## src/rtl/gpio_out_mux.sv

```systemverilog
module gpio_out_mux (
  input  logic       clk_pll,
  input  logic       rst_n,
  input  logic       three_wire,
  input  logic       temp_good,
  input  logic       amute_on,
  input  logic       pll_locked,
  input  logic [2:0] func_a,
  input  logic       inv_a,
  input  logic [2:0] func_b,
  input  logic       inv_b,
  input  logic [1:0] clk_ratio,
  output logic       pin_a_out,
  output logic       pin_a_oe,
  output logic       pin_b_out,
  output logic       pin_b_oe
);

  localparam logic [2:0] F_TEMP  = 3'b010;
  localparam logic [2:0] F_MUTE  = 3'b011;
  localparam logic [2:0] F_CLK   = 3'b100;
  localparam logic [2:0] F_LOCK  = 3'b101;
  localparam logic [2:0] F_LEV_X = 3'b110;
  localparam logic [2:0] F_LEV_Y = 3'b111;

  // divider: phase counter, ratio in force, registered divided clock
  logic [1:0] phase, phase_n;
  logic [1:0] ratio_q, ratio_n;
  logic [1:0] hi_len_n;
  logic       wrap;
  logic       div_q;
  logic       clk_src;

  assign wrap     = (phase == ratio_q);
  assign phase_n  = wrap ? 2'd0 : phase + 2'd1;
  assign ratio_n  = wrap ? clk_ratio : ratio_q;
  assign hi_len_n = ratio_n[1] ? 2'd2 : 2'd1;

  always_ff @(posedge clk_pll or negedge rst_n) begin
    if (!rst_n) begin
      phase   <= 2'd0;
      ratio_q <= 2'd0;
      div_q   <= 1'b0;
    end else begin
      phase   <= phase_n;
      ratio_q <= ratio_n;
      div_q   <= (phase_n < hi_len_n);
    end
  end

  assign clk_src = (ratio_q == 2'd0) ? clk_pll : div_q;

  // pin A
  logic [2:0] eff_a;
  logic       val_a;
  assign eff_a = three_wire ? 3'b000 : func_a;

  always_comb begin
    case (eff_a)
      F_TEMP:  val_a = temp_good;
      F_MUTE:  val_a = amute_on;
      F_CLK:   val_a = clk_src;
      F_LOCK:  val_a = pll_locked;
      F_LEV_X: val_a = 1'b0;
      F_LEV_Y: val_a = 1'b1;
      default: val_a = 1'b0;
    endcase
  end

  assign pin_a_oe  = (eff_a[2:1] != 2'b00);
  assign pin_a_out = pin_a_oe & (val_a ^ inv_a);

  // pin B: fixed levels in the opposite order
  logic val_b;

  always_comb begin
    case (func_b)
      F_TEMP:  val_b = temp_good;
      F_MUTE:  val_b = amute_on;
      F_CLK:   val_b = clk_src;
      F_LOCK:  val_b = pll_locked;
      F_LEV_X: val_b = 1'b1;
      F_LEV_Y: val_b = 1'b0;
      default: val_b = 1'b0;
    endcase
  end

  assign pin_b_oe  = (func_b[2:1] != 2'b00);
  assign pin_b_out = pin_b_oe & (val_b ^ inv_b);

  a_r1_input_quiet_a: assert property (@(posedge clk_pll) disable iff (!rst_n)
    !pin_a_oe |-> !pin_a_out);
  a_r1_input_quiet_b: assert property (@(posedge clk_pll) disable iff (!rst_n)
    !pin_b_oe |-> !pin_b_out);
  a_r6_three_wire_input: assert property (@(posedge clk_pll) disable iff (!rst_n)
    three_wire |-> !pin_a_oe);
  a_r9_single_low: assert property (@(posedge clk_pll) disable iff (!rst_n)
    (ratio_q == 2'd2 && !div_q) |=> div_q);
  a_r10_phase_range: assert property (@(posedge clk_pll) disable iff (!rst_n)
    phase <= ratio_q);
  a_r11_ratio_held: assert property (@(posedge clk_pll) disable iff (!rst_n)
    (phase != ratio_q) |=> $stable(ratio_q));

endmodule

```

## config.mk

```make
export PLATFORM = sky130hd
export DESIGN_NAME = gpio_out_mux
export DESIGN_NICKNAME = d
export VERILOG_FILES = /design/src/rtl/gpio_out_mux.sv
export SDC_FILE = /design/constraint.sdc
export NUM_CORES = 1
export LEC_CHECK = 0
export ABC_AREA = 1
export BUFFER_PORTS_ARGS = -buffer_cell sky130_fd_sc_hd__buf_2
export CELL_PAD_IN_SITES_DETAIL_PLACEMENT = 1
export CELL_PAD_IN_SITES_GLOBAL_PLACEMENT = 2
export CORE_MARGIN = 2
export CORE_UTILIZATION = 21
export CTS_CLUSTER_DIAMETER = 40
export DETAILED_ROUTE_END_ITERATION = 10
export GPL_TIMING_DRIVEN = 0
export PLACE_DENSITY_LB_ADDON = 0.08
export SLEW_MARGIN = 5
export SYNTH_ARGS = -nofsm -noshare
export SYNTH_HDL_FRONTEND = slang
export SYNTH_SLANG_ARGS = --single-unit
```

## constraint.sdc

```tcl
create_clock -name clk_pll -period 1.95 [get_ports clk_pll]
set_input_delay 0.195 -clock clk_pll [delete_from_list [all_inputs] [get_ports clk_pll]]
set_output_delay 0.195 -clock clk_pll [all_outputs]
set_load 0.01 [all_outputs]
```

==> results_dict.tcl <==
set metrics [dict create \
    dp.cells 111 \
    final_nets 116 \
    drtIter0Drc 9 \
    r2r_slack_ns 0.36 \
    worstHoldStart "clk_ratio[0]" \
    p_per_area_nw_per_um2 1643 \
    yosys.cell_count.top_type "nand2_1" \
    rr_endpoint "div_q" \
    dr_wl_met2_um 713 \
    die-area_um2 2382 \
    regArea_um2 126.4 \
    die_y_um 48.81 \
    synth_top_area_share_pct 29.67 \
    gp_congestion 0.7071 \
    path_cells "buf_8 > buf_8 > inv_4 > nand2_4 > buf_8 > nand2_4 > nand2_4 > clkbuf_4 > nand3_1 > nand2_1 > nand2_1 > nor2_1 > buf_2" \
    boundaryPins 20 \
    p_sw_share_pct 42.06 \
    rsz0062_at_grt "yes" \
    whs_ns 0.1460 \
    antenna_found_initial 0 \
    path_clk_slew_ns 0.04 \
    grt_first_pass_wirelength_mm 2.221 \
    synth.net_count 82 \
    initial_core_util_pct 21.94 \
    fillerInstances 271 \
    num_rows 16 \
    synthArstFlopShare_pct 100.0 \
    startpoint_type "clock port" \
    core_area_um2 1922 \
    cpPeakStageDelay_ns 0.14 \
    postSynthCellCount 65 \
    synth_top_flop_cell "dfrtp_1" \
    status "finished with violations" \
    slew_headroom_pct 85.29 \
    multiInputGateArea_um2 304.0 \
    grt_pass1_vias 681 \
    fp.dieW_um 48.81 \
    vias_per_cell 4.203 \
    cpMaxStageDelayCell "clkbuf_4" \
    syn_avg_cell_area_um2 6.487 \
    dr_total_vias 538 \
    pwr-share-comb_pct 37.7 \
    grt_overflow 0 \
    reg2reg_depth 9 \
    irDropWorstVdd_v 0.0007726 \
    pwr-share-clk_pct 44.3 \
    hold_end "ratio_q[0]" \
    maxCapViolCount 0 \
    met3WireLength_um 84 \
    ys_seq_area_share_pct 29.67 \
    wl_met1_um 514 \
    setup-violations-final 2 \
    diodes 0 \
    route.detailed.drc 0 \
    cts_tree "built" \
    syn_area_um2 421.7 \
    path_max_fanout 2 \
    first_pass_iters 3 \
    crit_family "buffers and inverters" \
    wire_per_inst_um 10.47 \
    p_seq_share_pct 17.9 \
    drv_slew 0 \
    violations "negative setup slack" \
    hold_depth 3 \
    top_layer_used "met4" \
    wl_mm 1.340 \
    end_kind "output pin" \
    portBuffers 19 \
    reg2reg_from "ratio_q[1]" \
    cp.arrival_ns 1.99 \
    path_buf_inv 6 \
    leakagePower_nw 0.4263 \
    clk_latency_ns 0.30 \
    grt_max_degree 6 \
    synth_area_leader_cell "dfrtp_1" \
    yosysUniqueCellTypes 19 \
    worstMarginPinSlew_ns 0.2196 \
    detail-route-antenna-nets 0 \
    min_path_type "input port to flop" \
    fin_cells 128 \
    final_layout_size_suffix_gt1_share_pct 48.51 \
    finalWorstSetupSlack_ns -0.2396 \
    clock_skew_ns 0.03155 \
    ys_warn_count 0 \
    syn_to_final_growth_pct 79.23 \
    synthTopCellsByCount "20 x nand2_1, 9 x inv_1, 9 x nor2_1, 5 x dfrtp_1, 4 x nand3_1" \
    hold_violations 0 \
    synth_seq_cells 5 \
    critPathKind "clock port to output pin" \
    p_int_mw 0.7193 \
    timing.setup.tns_ns -0.4663 \
    grt_util_all_layers_pct 13.90 \
    synthTopCellsByArea "dfrtp_1 30%, nand2_1 18%, inv_1 8.0%" \
    crit_start "clk_pll" \
    dp_hpwl_um 895.2 \
    required_ns 1.75 \
    p_sw_mw 0.5222 \
    synth-edff-count 0 \
]
==> stage by stage <==
stage	worst slack, ns	util [%]	power [mW]	instance area [um2]
4_1_cts	-0.3475	37.04	1.135	711.9
2_1_floorplan	0.2827	-	0.6091	421.7
3_5_place_dp	0.2501	28.65	0.7065	550.5
3_3_place_gp	0.2502	28.65	0.7007	550.5
5_1_grt	-0.3600	39.32	1.373	755.7
6_report	-0.2396	39.32	1.242	755.7
==> how the worst max path moves through the flow <==
stage | to | slack (ns) | depth (start not counted)
global route | pin_b_out | -0.36 | 12
global placement | pin_a_out | 0.25 | 9
CTS | pin_b_out | -0.35 | 12
detailed placement | pin_a_out | 0.25 | 9
floorplan | pin_a_out | 0.28 | 7
finish | pin_b_out | -0.24 | 13
==> metal layers <==
layer / global-route usage [%] / vias to the layer above
met1: 9.542 / 246
met2: 17.12 / 18
met5: 0 / -
li1: - / 270
met4: 20.48 / 0
met3: 14.11 / 4
==> repair_timing <==
action,in CTS,in global routing
endpoints found under the hold margin,5,0
hold buffers,1,0
pin swaps,4,6
buffers inserted,2,1
resized for setup,13,13
endpoints found under the setup margin,3,5
==> sequential cells by signal, summed over array words and instances, names as in the netlist <==
name / cells
div_q: 1
phase: 2
ratio_q: 2
==> worst reg2reg max path: stages (launching register included) <==
cell     delay [ns]
dfrtp_1        0.42
buf_4          0.16
xnor2_1        0.17
nand2_2        0.11
inv_2          0.10
nand2_4        0.05
nand2_1        0.07
inv_1          0.04
ha_1           0.27
a21oi_2        0.13
==> cell families after synthesis <==
kind of cell    share of synthesized area (%)
flops                                   29.67
buf+inv                                 9.792
xor+xnor                                6.233
compound gates                          8.011
simple gates                            43.32
fa+ha+maj                               2.967
==> power groups by stage <==
| stage | Sequential (mW) | Combinational (mW) | Clock [mW] |
|---|---|---|---|
| 2_1_floorplan | 0.203 | 0.348 | 0.0579 |
| 3_3_place_gp | 0.213 | 0.424 | 0.0630 |
| 3_5_place_dp | 0.215 | 0.429 | 0.0630 |
| 4_1_cts | 0.214 | 0.450 | 0.471 |
| 5_1_grt | 0.232 | 0.539 | 0.603 |
| 6_report | 0.223 | 0.468 | 0.551 |
==> layout by cell type (no fill, tap or decap) <==
master          n
xnor2_1         3
nand3_2         3
nand3b_1        1
inv_4           1
a21oi_1         1
inv_2           2
clkbuf_4        4
nand2_4         5
o211ai_1        1
nand3_1         2
nand2_2         3
clkbuf_1        4
o21bai_2        1
buf_4           3
o21ai_0         1
nor2_1          8
inv_1           8
dlygate4sd3_1   1
dfrtp_1         4
buf_2          19
or2_1           1
nand4_1         1
dfrtp_2         1
nor2_2          1
ha_1            1
nand2_1        15
buf_8           5
a21oi_2         1
==> layout make-up <==
| type | count | share of cell area (%) |
|---|---|---|
| clock buffers | 17 | 19.21 |
| clock inverters | 1 | 0.8278 |
| inverters | 10 | 4.967 |
| multi-input cells | 49 | 40.23 |
| flip-flops and latches | 5 | 16.72 |
| well taps | 27 | 4.470 |
| repair buffers | 19 | 13.58 |
Power figures use the tool's default switching activity.
